--- src/rtl/gpib_pkg.sv ---
package gpib_pkg;
    localparam int DW     = 8;
    localparam int SEL_W  = 3;
    localparam int ADR_W  = 5;
    localparam int STAT_W = 16;

    localparam logic [SEL_W-1:0] O_LO    = 3'd0;
    localparam logic [SEL_W-1:0] O_HI    = 3'd1;
    localparam logic [SEL_W-1:0] O_STATE = 3'd2;
    localparam logic [SEL_W-1:0] O_ADDR  = 3'd4;
    localparam logic [SEL_W-1:0] O_POLL  = 3'd5;
    localparam logic [SEL_W-1:0] O_DATA  = 3'd7;

    localparam int E_BI   = 0;
    localparam int E_BO   = 1;
    localparam int E_END  = 2;
    localparam int E_IFC  = 3;
    localparam int E_MA   = 4;
    localparam int E_TRG  = 5;
    localparam int E_DCL  = 6;
    localparam int E_POLL = 7;
    localparam int E_RLC  = 8;
    localparam int E_UUC  = 9;
    localparam int E_UAC  = 10;

    typedef enum logic {AH_READY, AH_ACCEPT} ah_state_e;
    typedef enum logic {SH_IDLE, SH_DRIVE} sh_state_e;

    typedef struct packed {
        logic [ADR_W-1:0]  my_addr;
        logic [STAT_W-1:0] imr;
        logic [STAT_W-1:0] isr;
        logic [DW-1:0]     spoll;
        logic [DW-1:0]     dout;
        logic [DW-1:0]     din;
        logic              do_full;
        logic              di_full;
        logic              lad;
        logic              tad;
        logic              spe;
        logic              rem;
        logic              ifc_prev;
    } dev_regs_t;
endpackage

--- src/rtl/gpib_acceptor.sv ---
module gpib_acceptor
    import gpib_pkg::*;
(
    input  logic          clk,
    input  logic          rst_n,
    input  logic          clear,
    input  logic          engaged,
    input  logic          hold,
    input  logic          dav_in,
    input  logic          atn_in,
    input  logic          eoi_in,
    input  logic [DW-1:0] dio_in,
    output logic          nrfd_out,
    output logic          ndac_out,
    output logic          take,
    output logic          is_cmd,
    output logic          is_end,
    output logic [DW-1:0] rx_byte
);
    typedef struct packed {
        ah_state_e     st;
        logic          take;
        logic          cmd;
        logic          eom;
        logic [DW-1:0] data;
    } ah_t;

    ah_t ah_d, ah_q;

    always_comb begin
        ah_d = ah_q;
        ah_d.take = 1'b0;
        case (ah_q.st)
            AH_READY: if (engaged && !hold && dav_in) begin
                ah_d.st   = AH_ACCEPT;
                ah_d.take = 1'b1;
                ah_d.cmd  = atn_in;
                ah_d.eom  = eoi_in;
                ah_d.data = dio_in;
            end
            AH_ACCEPT: if (!dav_in) ah_d.st = AH_READY;
            default: ah_d.st = AH_READY;
        endcase
        if (clear) begin
            ah_d.st   = AH_READY;
            ah_d.take = 1'b0;
        end
    end

    always_ff @(posedge clk or negedge rst_n) begin
        if (!rst_n) ah_q <= '{st: AH_READY, take: 1'b0, cmd: 1'b0, eom: 1'b0, data: '0};
        else        ah_q <= ah_d;
    end

    assign nrfd_out = (ah_q.st == AH_ACCEPT) || (engaged && hold);
    assign ndac_out = (ah_q.st == AH_READY) && engaged;
    assign take     = ah_q.take;
    assign is_cmd   = ah_q.cmd;
    assign is_end   = ah_q.eom;
    assign rx_byte  = ah_q.data;

    // a byte is only taken after DAV was seen asserted
    a_r6_take_needs_dav: assert property (@(posedge clk) disable iff (!rst_n)
        take |-> $past(dav_in));
    // once taken, NRFD is held while DAV is still asserted
    a_r6_nrfd_during_accept: assert property (@(posedge clk) disable iff (!rst_n)
        (take && dav_in && !clear) |-> nrfd_out);
endmodule

--- src/rtl/gpib_source.sv ---
module gpib_source
    import gpib_pkg::*;
(
    input  logic          clk,
    input  logic          rst_n,
    input  logic          clear,
    input  logic          go,
    input  logic [DW-1:0] tx_byte,
    input  logic          nrfd_in,
    input  logic          ndac_in,
    output logic          dav_out,
    output logic [DW-1:0] dio_out,
    output logic          done
);
    typedef struct packed {
        sh_state_e     st;
        logic          done;
        logic [DW-1:0] data;
    } sh_t;

    sh_t sh_d, sh_q;

    always_comb begin
        sh_d = sh_q;
        sh_d.done = 1'b0;
        case (sh_q.st)
            SH_IDLE: if (go && !nrfd_in) begin
                sh_d.st   = SH_DRIVE;
                sh_d.data = tx_byte;
            end
            SH_DRIVE: if (!ndac_in) begin
                sh_d.st   = SH_IDLE;
                sh_d.done = 1'b1;
            end
            default: sh_d.st = SH_IDLE;
        endcase
        if (clear) begin
            sh_d.st   = SH_IDLE;
            sh_d.done = 1'b0;
        end
    end

    always_ff @(posedge clk or negedge rst_n) begin
        if (!rst_n) sh_q <= '{st: SH_IDLE, done: 1'b0, data: '0};
        else        sh_q <= sh_d;
    end

    assign dav_out = (sh_q.st == SH_DRIVE);
    assign dio_out = dav_out ? sh_q.data : '0;
    assign done    = sh_q.done;

    // DAV only rises after NRFD was seen released
    a_r7_dav_after_nrfd: assert property (@(posedge clk) disable iff (!rst_n)
        $rose(dav_out) |-> $past(!nrfd_in));
    // DAV only falls when NDAC was released or the handshake was aborted
    a_r7_dav_drop_on_ndac: assert property (@(posedge clk) disable iff (!rst_n)
        $fell(dav_out) |-> $past(!ndac_in || clear));
    // the bus byte stays put while DAV is asserted
    a_r7_data_stable: assert property (@(posedge clk) disable iff (!rst_n)
        (dav_out && $past(dav_out)) |-> $stable(dio_out));
endmodule

--- src/rtl/gpib_dev_if.sv ---
module gpib_dev_if
    import gpib_pkg::*;
#(
    parameter logic [ADR_W-1:0] RESET_ADDR = '0
) (
    input  logic             clk,
    input  logic             rst_n,
    input  logic             cs_n,
    input  logic             rd_wn,
    input  logic [SEL_W-1:0] reg_sel,
    input  logic [DW-1:0]    wdata,
    output logic [DW-1:0]    rdata,
    output logic             irq_n,
    input  logic             bus_atn,
    input  logic             bus_eoi,
    input  logic             bus_ifc,
    input  logic             bus_ren,
    input  logic             bus_dav_in,
    input  logic             bus_nrfd_in,
    input  logic             bus_ndac_in,
    input  logic [DW-1:0]    bus_dio_in,
    output logic             bus_dav_out,
    output logic             bus_nrfd_out,
    output logic             bus_ndac_out,
    output logic [DW-1:0]    bus_dio_out,
    output logic             talk_en,
    output logic             ctrl_n
);
    localparam int HALF = STAT_W / 2;

    dev_regs_t d, q;
    logic [STAT_W-1:0] set_ev, clr_ev;
    logic              rd_en, wr_en;
    logic [6:0]        cb;
    logic              rx_take, rx_cmd, rx_end, tx_done, tx_go;
    logic [DW-1:0]     rx_byte, tx_byte;

    gpib_acceptor u_acc (
        .clk(clk), .rst_n(rst_n), .clear(bus_ifc),
        .engaged(bus_atn || q.lad), .hold(q.di_full && !bus_atn),
        .dav_in(bus_dav_in), .atn_in(bus_atn), .eoi_in(bus_eoi), .dio_in(bus_dio_in),
        .nrfd_out(bus_nrfd_out), .ndac_out(bus_ndac_out),
        .take(rx_take), .is_cmd(rx_cmd), .is_end(rx_end), .rx_byte(rx_byte)
    );

    assign tx_byte = q.spe ? q.spoll : q.dout;
    assign tx_go   = q.tad && !bus_atn && !tx_done && (q.spe || q.do_full);

    gpib_source u_src (
        .clk(clk), .rst_n(rst_n), .clear(bus_ifc || bus_atn),
        .go(tx_go), .tx_byte(tx_byte),
        .nrfd_in(bus_nrfd_in), .ndac_in(bus_ndac_in),
        .dav_out(bus_dav_out), .dio_out(bus_dio_out), .done(tx_done)
    );

    always_comb begin
        d      = q;
        set_ev = '0;
        clr_ev = '0;
        cb     = rx_byte[6:0];
        rd_en  = !cs_n && rd_wn;
        wr_en  = !cs_n && !rd_wn;

        if (wr_en) begin
            case (reg_sel)
                O_LO:    d.imr[HALF-1:0]      = wdata;
                O_HI:    d.imr[STAT_W-1:HALF] = wdata;
                O_ADDR:  d.my_addr            = wdata[ADR_W-1:0];
                O_POLL:  d.spoll              = wdata;
                O_DATA:  begin d.dout = wdata; d.do_full = 1'b1; end
                default: ;
            endcase
        end
        if (rd_en) begin
            case (reg_sel)
                O_LO:    clr_ev[HALF-1:0]      = '1;
                O_HI:    clr_ev[STAT_W-1:HALF] = '1;
                O_DATA:  d.di_full             = 1'b0;
                default: ;
            endcase
        end

        if (rx_take && rx_cmd) begin
            if (cb[6:5] == 2'b01) begin
                if (cb[4:0] == 5'h1F) d.lad = 1'b0;
                else if (cb[4:0] == q.my_addr) begin
                    d.lad = 1'b1;
                    d.tad = 1'b0;
                    set_ev[E_MA] = 1'b1;
                    if (bus_ren) d.rem = 1'b1;
                end
            end else if (cb[6:5] == 2'b10) begin
                if (cb[4:0] != 5'h1F && cb[4:0] == q.my_addr) begin
                    d.tad = 1'b1;
                    d.lad = 1'b0;
                    set_ev[E_MA] = 1'b1;
                    if (!q.do_full) set_ev[E_BO] = 1'b1;
                end else d.tad = 1'b0;
            end else if (cb[6:4] == 3'b001) begin
                case (cb[3:0])
                    4'h4:    set_ev[E_DCL] = 1'b1;
                    4'h8:    d.spe = 1'b1;
                    4'h9:    d.spe = 1'b0;
                    default: set_ev[E_UUC] = 1'b1;
                endcase
            end else if (cb[6:4] == 3'b000 && q.lad) begin
                case (cb[3:0])
                    4'h1:    d.rem = 1'b0;
                    4'h4:    set_ev[E_DCL] = 1'b1;
                    4'h8:    set_ev[E_TRG] = 1'b1;
                    default: set_ev[E_UAC] = 1'b1;
                endcase
            end
        end else if (rx_take && q.lad) begin
            d.din        = rx_byte;
            d.di_full    = 1'b1;
            set_ev[E_BI] = 1'b1;
            if (rx_end) set_ev[E_END] = 1'b1;
        end

        if (tx_done) begin
            if (q.spe) begin
                if (q.spoll[DW-1]) set_ev[E_POLL] = 1'b1;
            end else begin
                d.do_full    = 1'b0;
                set_ev[E_BO] = 1'b1;
            end
        end

        if (!bus_ren) d.rem = 1'b0;
        if (bus_ifc) begin
            d.lad     = 1'b0;
            d.tad     = 1'b0;
            d.spe     = 1'b0;
            d.di_full = 1'b0;
            d.do_full = 1'b0;
            if (!q.ifc_prev) set_ev[E_IFC] = 1'b1;
        end
        if (d.rem != q.rem) set_ev[E_RLC] = 1'b1;
        d.ifc_prev = bus_ifc;
        d.isr      = (q.isr & ~clr_ev) | set_ev;
    end

    always_ff @(posedge clk or negedge rst_n) begin
        if (!rst_n) begin
            q         <= '0;
            q.my_addr <= RESET_ADDR;
        end else begin
            q <= d;
        end
    end

    always_comb begin
        rdata = '0;
        if (rd_en) begin
            case (reg_sel)
                O_LO:    rdata = q.isr[HALF-1:0];
                O_HI:    rdata = q.isr[STAT_W-1:HALF];
                O_STATE: rdata = {5'b0, q.rem, q.tad, q.lad};
                O_DATA:  rdata = q.din;
                default: rdata = '0;
            endcase
        end
    end

    assign irq_n   = ~|(q.isr & q.imr);
    assign talk_en = q.tad;
    assign ctrl_n  = 1'b1;

    // talker and listener never held together
    a_r4_exclusive: assert property (@(posedge clk) disable iff (!rst_n)
        !(q.tad && q.lad));
    // IFC leaves the interface unaddressed on the next cycle
    a_r9_ifc_idle: assert property (@(posedge clk) disable iff (!rst_n)
        bus_ifc |=> (!talk_en && !q.lad && !bus_dav_out));
    // a status byte read with no new event leaves that byte clear
    a_r8_clear_on_read: assert property (@(posedge clk) disable iff (!rst_n)
        (rd_en && reg_sel == O_LO && set_ev[HALF-1:0] == '0) |=> (q.isr[HALF-1:0] == '0));
    // remote never survives a deasserted REN
    a_r13_ren_drop: assert property (@(posedge clk) disable iff (!rst_n)
        !bus_ren |=> !q.rem);
endmodule

--- config.mk ---
export PLATFORM = sky130hd
export DESIGN_NAME = gpib_dev_if
export DESIGN_NICKNAME = d
export VERILOG_FILES = /design/src/rtl/gpib_pkg.sv /design/src/rtl/gpib_acceptor.sv /design/src/rtl/gpib_source.sv /design/src/rtl/gpib_dev_if.sv
export SDC_FILE = /design/constraint.sdc
export NUM_CORES = 1
export LEC_CHECK = 0
export BUFFER_PORTS_ARGS = -buffer_cell sky130_fd_sc_hd__buf_2
export CAP_MARGIN = 15
export CORE_ASPECT_RATIO = 1.2
export CORE_MARGIN = 4
export CORE_UTILIZATION = 35
export DETAILED_ROUTE_END_ITERATION = 7
export GPL_TIMING_DRIVEN = 0
export PLACE_DENSITY = 0.64
export SYNTH_ARGS = -nofsm -noshare
export SYNTH_HDL_FRONTEND = slang
export SYNTH_SLANG_ARGS = --single-unit
export TNS_END_PERCENT = 1
--- constraint.sdc ---
create_clock -name clk -period 2.07 [get_ports clk]
set_clock_uncertainty 0.15 [all_clocks]
set_input_delay 0.414 -clock clk [delete_from_list [all_inputs] [get_ports clk]]
set_output_delay 0.414 -clock clk [all_outputs]
set_load 0.05 [all_outputs]
# Word-level counts from Yosys, hierarchy flattened
# Cells that the tools add are included.
[word_totals] output_inout_bits=22 regBits=90 wordCells=181 input_bits=30
[classes] muxes=84 eq_ne=21 bitwise_logic=7 n_reduce_logical=47
[op_table] operator="1-bit 2-to-1 mux" count=56
[op_table] operator="8-bit 2-to-1 mux" count=5
[op_table] operator="16-bit AND" count=2
[op_table] operator="8-bit one-hot mux with 4 select lines" count=1
[op_table] operator="2-bit 2-to-1 mux" count=13
[op_table] operator="16-bit 2-to-1 mux" count=1
[op_table] operator="16-bit inverter" count=1
[op_table] operator="16-bit by 11-bit OR with 16-bit output" count=1
[op_table] operator="2-bit AND reduction" count=8
[op_table] operator="16-bit OR reduction" count=1
[op_table] operator="1-bit logical AND" count=15
[op_table] operator="12-bit 2-to-1 mux" count=1
[op_table] operator="11-bit 2-to-1 mux" count=1
[op_table] operator="3-bit equality test, second input constant" count=3
[op_table] operator="3-bit nonzero test" count=3
[op_table] operator="4-bit equality test, second input constant" count=2
[op_table] operator="4-bit AND reduction" count=2
[op_table] operator="1-bit zero test" count=7
[op_table] operator="3-bit by 1-bit equality test with 1-bit output, second input constant" count=2
[op_table] operator="3-bit zero test" count=2
[op_table] operator="1-bit one-hot mux with 2 select lines" count=3
[op_table] operator="3-bit OR reduction" count=2
[op_table] operator="5-bit equality test" count=1
[op_table] operator="5-bit equality test, second input constant" count=1
[op_table] operator="other kinds (18)" count=25

# Longest topological paths before layout
# Gate-level depths: netlist of the first run.
[depth] ltp_word=11 depth_mapped=6

# Cells and area by module
# A second synthesis of the first run with hierarchy kept.
[hier_totals] hier_cells=357 hier_area_um2=4322.9
[by_module_without_submodules] module="gpib_dev_if" seq_area_each_um2=1701.6 cells_each=286 area_per_inst_um2=3355.7 instances=1
[by_module_without_submodules] module="gpib_acceptor" seq_area_each_um2=300.3 cells_each=40 area_per_inst_um2=530.5 instances=1
[by_module_without_submodules] module="gpib_source" seq_area_each_um2=250.2 cells_each=31 area_per_inst_um2=436.7 instances=1

# Worst setup path after synthesis of the first run
# Ideal clock, no wire load.
[synth_timing] path_kind="input to output" start="input reg_sel[0]" end="output rdata[0]" path_stages=5 t_required_ns=1.506 setup_slack_ns=-0.185 path_buffers=2 t_arrival_ns=1.691 path_cell_list="buf_2 > and3_1 > buf_2 > o21ai_2 > nor2_1"
[synth_via] elab_chain_cells=3 word_cells_on_any_way=6 classes_between="3 x eq/ne; 2 x mux; 1 x reduce/logical"
[synth_lines] item="start: declaration" line_no="gpib_dev_if.sv:10" source="input logic [SEL_W-1:0] reg_sel,"
[synth_lines] item="3-bit equality test, or another cell as far along" line_no="gpib_dev_if.sv:156" source="case (reg_sel)"
[synth_lines] item="8-bit one-hot mux with 4 select lines (*)" line_no="gpib_dev_if.sv:156"
[synth_lines] item="8-bit 2-to-1 mux (*)" line_no="gpib_dev_if.sv:155" source="if (rd_en) begin"
[synth_lines] item="end: declaration" line_no="gpib_dev_if.sv:12" source="output logic [DW-1:0] rdata,"
# Every way passes the cells marked *; elsewhere a longest branch is shown, timed or not.

# Worst setup path after layout of the first run
[layout_timing] start="register q[32] in the netlist's numbering" end="output irq_n"
[layout_via] elab_chain_cells=3
[layout_lines] item="start: declaration" line_no="gpib_dev_if.sv:31" source="dev_regs_t d, q;"
[layout_lines] item="16-bit AND" line_no="gpib_dev_if.sv:166" source="assign irq_n = ~|(q.isr & q.imr);"
[layout_lines] item="16-bit OR reduction" line_no="gpib_dev_if.sv:166"
[layout_lines] item="1-bit zero test" line_no="gpib_dev_if.sv:166"
[layout_lines] item="end: declaration" line_no="gpib_dev_if.sv:13" source="output logic irq_n,"
# No other way between the ends.

==> impl_results.md, run 1 <==
- Status: complete, but fails checks
- Failing checks: setup timing
- Initial Util: a little over a third
- Layout area overhead: 23.02%
- GRT Total Usage: between 15 and 20%
- CTS tree: built
- Internal power: between 0.003 and 0.004 W
- Main synth FF type: dfrtp_1
- Core ar.: roughly 12000 um2
- Layout Nets: 448
- Distinct cells, synth: 52
- Initial antenna violation count: 0
- Mapped Area: ~4200 um2
- Element type at the critical path start: flip-flop
- Place WS: -0.1287 ns
- Final hold slack: 0.04220 ns
- Sequential power share: roughly 45%
- Inserted Diodes: 0
- Chip width: ~110 um
- Via density: 5.119
- Syn avg cell area: 11.81 um2
- Detailed Place HPWL: 7347 um
- Initial DRC count: ~140
- Seq/Total Area, Yosys: a little over half
- Vias in the first global route: roughly 3100
- Peak VDD IR: 0.4523 mV
- Worst setup path class: flip-flop to primary output
- Placed Area: about 4700 um2
- Period utilisation layout: 106.4%
- CP Capture Type: primary output
- Crit path DAT: 1.64 ns
- Final worst slack: -0.1334 ns
- Chip height: ~130 um
- Tmin final: ~2.2 ns
- Clock root cell: clkbuf_16
- Worst Hold Class: primary input to flip-flop
- Post-Layout Cell Count: 580
- ANT nets after route: 0
- Max Fclk: roughly 450 MHz
- Clock Path Buffers: 2
- Placed cells: about 560
- Site Rows: 43
- TritonCTS Buffers: 9
- Setup Viol. Count Final: 2
- Net count after synthesis: 385
- Share of cells above drive strength 1: 29.08%
- DRT Pass-1 Iters: 4
- CP required: 1.51 ns
- Htree depth: 3
- Top Ports: 52
- Clk pwr share: about 37%
- EDFF count, synth: 0
- Port-buffer cells: 49
- Endpoints failing hold: 0
- WL per Instance: approximately 17 um
- Worst slew margin: 64.99%
- Clock Sinks: 90
- Post-Synthesis Cells: 355
- Net Sw Frac: between 20% and 30%
- FF+latch count, synth: 90
- Crit-path max FO: 3
- RSZ-0062 raised after global routing: yes
- Max Cap Viol: 0
- R2R depth: 6
- Routed WL: around 10000 um
- Clock-pin slew on the worst setup and hold paths: around 0.07 ns
- Comb power frac: 18.0%
- DR vias: roughly 3000
- Die area: around 14000 um2
- Worst skew pair latency: approximately 0.34 ns
- Ys async rst share: 100.0%
- Power Density: between 1000 and 1500 nW/um2
- Post-route cell area: slightly above 5000 um2
- Gpl congestion: roughly 0.81
- Synth warn: 0
- Fill cell count: approximately 1100
- First-pass GRT wire length: around 16000 um
- Residual DRC: 0
- Hold Path Stages: 1
- Grt total ovfl: 0
- Worst-Margin Slew: 0.5213 ns
- Static leakage power: 2.350 nW
- Psw: roughly 0.0015 W
- Final Max Slew Viols: 0
- Largest net degree at the start of global routing: between 50 and 60
-- critical path: stages (launching register included) --
cell and delay [ns]:
dfrtp_1 0.42, a22o_1 0.23, a221oi_2 0.18, nand3_1 0.15, nor2_2 0.14, buf_6 0.17
-- per-stage QoR --
step | TNS [ns] | power [W] | utilization [%]
after detailed placement | -0.6325 | 0.003246 | 40.13
after CTS | -0.2146 | 0.005216 | 43.92
after global placement | -33.68 | 0.003204 | 39.87
after global routing | -0.3296 | 0.005466 | 44.37
final | -0.1382 | 0.005217 | 44.37
after floorplan | -1.480 | 0.002932 | -
-- logic make-up after synthesis --
family	share of synthesized area [%]
flip-flops	53.73
other	0.08947
XOR/XNOR	1.463
buffers and inverters	3.015
multiplexers	18.36
AND/OR/NAND/NOR	13.82
AO/OA/AOI/OAI	9.523
-- layout make-up --
| type | count | area (um2) | area share, % |
|---|---|---|---|
| well taps | 157 | 196.4 | 3.810 |
| multi-input cells | 241 | 1876 | 36.37 |
| clock inverters | 6 | 112.6 | 2.184 |
| inverters | 6 | 22.52 | 0.4368 |
| plain buffers | 18 | 113.9 | 2.208 |
| clock buffers | 10 | 239.0 | 4.635 |
| repair buffers | 52 | 339.1 | 6.576 |
| flip-flops and latches | 90 | 2257 | 43.78 |
-- power groups by stage --
stage	Sequential [W]	Clock, W	Combinational [W]
global placement	0.00235	0	0.000851
global route	0.00240	0.00203	0.00104
detailed placement	0.00237	0	0.000877
floorplan	0.00228	0	0.000657
finish	0.00235	0.00193	0.000938
CTS	0.00234	0.00195	0.000926
-- sequential cells by signal, summed over array words and instances (netlist names) --
| signal | cells |
|---|---|
| q | 67 |
| u_acc.rx_byte | 8 |
| u_src.sh_q | 8 |
| talk_en | 1 |
| u_acc.ah_q | 1 |
| u_acc.is_cmd | 1 |
| u_acc.is_end | 1 |
| u_acc.take | 1 |
| u_src.dav_out | 1 |
| u_src.done | 1 |
-- metal layers --
metal  up-vias  global-route usage (%)  share of wire, %
met5         -                       0                 0
met4         0                   7.801               2.8
met3        22                   2.771               3.7
met2        69                   24.85                49
met1      1477                   19.99                45
li1       1401                       -                 -
-- path summary, 6_finish.rpt --
check	startpoint	slack [ns]	to
max in group asynchronous	rst_n	0.66	q[34]$_DFF_PN0_
min	bus_ifc	0.04	q[0]$_DFF_PN0_
max reg2reg	u_acc.rx_byte[2]$_DFFE_PN0P_	0.31	talk_en$_DFFE_PN0P_
min reg2reg	q[0]$_DFF_PN0_	0.27	q[34]$_DFF_PN0_
min in group asynchronous	rst_n	0.45	q[61]$_DFFE_PN0P_
max	q[32]$_DFF_PN0_	-0.13	irq_n
-- cell usage after synthesis (3+ instances only) --
cell type / count / area share, %
xor2_1: 6 / 1.3
mux2i_1: 9 / 2.1
and2_1: 14 / 2.1
buf_2: 11 / 1.3
nor2_1: 30 / 2.7
mux2_1: 50 / 13
a22oi_1: 12 / 2.1
clkbuf_1: 3 / 0.27
a22o_1: 9 / 1.9
o21ai_1: 6 / 0.72
a21oi_1: 14 / 1.7
nor2_2: 3 / 0.45
o211ai_1: 3 / 0.54
nand3_1: 8 / 0.96
inv_1: 5 / 0.45
o21ai_0: 3 / 0.36
nor3_1: 3 / 0.36
dfrtp_1: 90 / 54
nand2_1: 22 / 2.0
nor2b_1: 3 / 0.45
mux2_2: 9 / 2.4
and3_1: 5 / 0.75
-- cells in the final DEF, fill, tap and decap left out, types with 3 or more instances in the layout --
cell type  Yosys  routed
buf_4          2       6
nor3_1         3       3
a21oi_1       14      14
clkbuf_16      0       9
xor2_1         6       6
inv_1          5       5
mux2_4         1       3
dfrtp_2        0       4
nand2_1       22      22
o211ai_1       3       3
nor2_2         3       4
buf_6          2      10
bufinv_16      0       3
a22o_1         9       9
dfrtp_1       90      86
and2_1        14      14
and3_1         5       5
nor2_1        30      29
nand3_1        8       8
mux2_2         9       9
a22oi_2        0       6
o21ai_1        6       6
mux2i_1        9       9
o21ai_0        3       3
buf_2         11      49
mux2_1        50      48
a22oi_1       12       6
-- what timing repair did --
item / CTS / global route
hold buffers: 1 / 0
buffers inserted: 1 / 0
endpoints found under the setup margin: 17 / 9
pin swaps: 2 / 5
endpoints found under the hold margin: 37 / 0
resized for setup: 23 / 14
No activity file was read; power rests on OpenSTA's default activity.
==> run 2: changes to the inputs <==
--- a/config.mk
+++ b/config.mk
@@ -9,10 +9,10 @@
 export CAP_MARGIN = 15
 export CORE_ASPECT_RATIO = 1.2
 export CORE_MARGIN = 4
-export CORE_UTILIZATION = 35
+export CORE_UTILIZATION = 58
 export DETAILED_ROUTE_END_ITERATION = 7
 export GPL_TIMING_DRIVEN = 0
-export PLACE_DENSITY = 0.64
+export PLACE_DENSITY = 0.91
 export SYNTH_ARGS = -nofsm -noshare
 export SYNTH_HDL_FRONTEND = slang
 export SYNTH_SLANG_ARGS = --single-unit
==> run 2 against run 1 <==
The run still ends with setup timing left. Fmax grew 1.8%. Critical path depth is the same. Wire length shrank 1.6%. Largest cell class unchanged. Sequential share of layout area grew 2.0 points.
==> impl_results.md, run 2 (synthesis gave the netlist of run 1 again) <==
- Status: complete, but fails checks
- Failing checks: setup timing
- Crit-path max FO: 3
- Chip width: approximately 86 um
- Routed WL: 9978 um
- Max reg flops: 67
- Slowest CP cell: dfrtp_1
- WL per Instance: roughly 20 um
- Final worst slack: -0.09510 ns
- Inserted Diodes: 0
- Htree depth: 3
- Initial DRC count: 239
- Clock-pin slew on the worst setup and hold paths: ~0.090 ns
- TritonCTS Buffers: 9
- R2R depth: 6
- Static leakage power: between 2 and 2.5 nW
- Period utilisation layout: 104.6%
- Die area: just under 9000 um2
- Worst-Margin Slew: 0.5328 ns
- Via density: around 6.1
- Largest net degree at the start of global routing: between 50 and 60
- CP Capture Type: primary output
- Worst setup path class: flip-flop to primary output
- Crit path DAT: 1.60 ns
- Port-buffer cells: ~50
- DR vias: 3108
- Initial Util: slightly above 60%
- Clock root cell: clkbuf_8
- Clock Sinks: 90
- Reg2reg setup slack: between 0.2 and 0.3 ns
- Worst slew margin: between 60% and 70%
- CTS tree: built
- Worst r2r src: u_acc.rx_byte[4]$_DFFE_PN0P_
- Final core occ: between 70% and 80%
- Site Rows: 33
- Layout Nets: between 400 and 500
- Chip height: slightly above 100 um
- Max Cap Viol: 0
- ANT nets after route: 0
- Vias in the first global route: 3278
- Detailed Place HPWL: between 7000 and 8000 um
- Hold Path Stages: 1
- Max Fclk: between 400 and 500 MHz
- RSZ-0062 raised after global routing: yes
- Setup TNS: -0.1660 ns
- Placed Area: between 4000 and 5000 um2
- Worst min-delay path endpoint: q[0]$_DFF_PN0_
- Crit path max-delay family: flip-flops
- Endpoints failing hold: 0
- Grt total ovfl: 0
- Largest Register: q
- Tmin final: between 2 and 2.5 ns
- Worst Hold Launch: bus_ifc
- Highest-count cells in the layout ignoring fill and taps: dfrtp_1, mux2_1, buf_2
- Setup Viol. Count Final: 3
- Share of cells above drive strength 1: about 28%
- Most common cell after layout, fill and taps aside: dfrtp_1
- CP max stage delay: about 0.4 ns
- Top Ports: 52
- Final Max Slew Viols: 0
- Gpl congestion: between 0.9 and 1
- Reg2reg end: q[39]$_DFF_PN0_
- Core ar.: 6937 um2
- Tot Pwr: 0.004546 W
- Post-route cell area: about 4900 um2
- Peak VDD IR: 0.6004 mV
- Clock Path Buffers: 2
- DRT Pass-1 Iters: 4
- Power Density: around 900 nW/um2
- Residual DRC: 0
- Worst Hold Class: primary input to flip-flop
- Layout area overhead: 17.46%
- Worst Path Buf+Inv: 1
- Worst skew pair latency: roughly 0.38 ns
- GRT Total Usage: 24.89%
- Initial antenna violation count: 0
- CP Cell Sequence: a22o_1 > a221oi_2 > nand3_1 > nor2_2 > buf_6
- Element type at the critical path start: flip-flop
- CP required: 1.51 ns
- First-pass GRT wire length: between 15000 and 20000 um
- Final hold slack: 0.01715 ns
==> run 2: layout make-up <==
cell class                 instances  area (um2)
timing repair buffer              52       349.1
clock buffer                       9       123.9
fill                             468        2013
clock inverter                     7       78.83
multi-input combinational        241        1869
tap                               87       108.9
sequential                        90        2255
inverter                           6       22.52
buffer                            18       116.4
==> run 2: metal layers <==
metal | track usage, % | wire length, um | up-vias
met5 | 0 | 0 | -
met4 | 14.13 | 388 | 0
met3 | 4.334 | 632 | 35
met2 | 43.60 | 5129 | 136
met1 | 28.72 | 3828 | 1541
li1 | - | - | 1396
==> run 2: power by group <==
| group | internal [W] | total, W | switching (W) |
|---|---|---|---|
| Clock | 0.000568 | 0.00124 | 0.000668 |
| Combinational | 0.000433 | 0.000947 | 0.000514 |
| Sequential | 0.00208 | 0.00236 | 0.000279 |
==> run 2: stage by stage <==
step	instances	setup slack [ns]
detailed placement	492	-0.09749
finish	510	-0.09510
CTS	509	-0.1288
global route	510	-0.1657
floorplan	355	-0.1845
global placement	491	-0.2604
==> run 2: timing repair <==
| action | 4_1_cts | 5_1_grt |
|---|---|---|
| gates resized for setup | 27 | 11 |
| hold buffers | 1 | 0 |
| gates cloned | 0 | 0 |
| setup buffers | 0 | 1 |
| pin swaps | 4 | 5 |
| endpoints found under the setup margin | 17 | 9 |
| endpoints found under the hold margin | 36 | 0 |
==> run 2: worst max path at each step <==
| stage | startpoint | to | slack [ns] | cells past startpoint |
|---|---|---|---|---|
| after floorplan | reg_sel[0] | rdata[0] | -0.18 | 5 |
| after detailed placement | reg_sel[0] | rdata[0] | -0.1 | 6 |
| final | q[32]$_DFF_PN0_ | irq_n | -0.1 | 5 |
| after CTS | q[32]$_DFF_PN0_ | irq_n | -0.13 | 5 |
| after global routing | q[32]$_DFF_PN0_ | irq_n | -0.17 | 5 |
| after global placement | rst_n | u_src.sh_q[3]$_DFFE_PN0P_ | -0.26 | 1 |
==> run 2: worst reg2reg max path: stages, from the launching register on <==
cell,delay (ns)
dfrtp_1,0.37
buf_2,0.18
nand2b_1,0.17
nor4_2,0.28
nand4_1,0.20
and3_1,0.22
o21ai_1,0.14
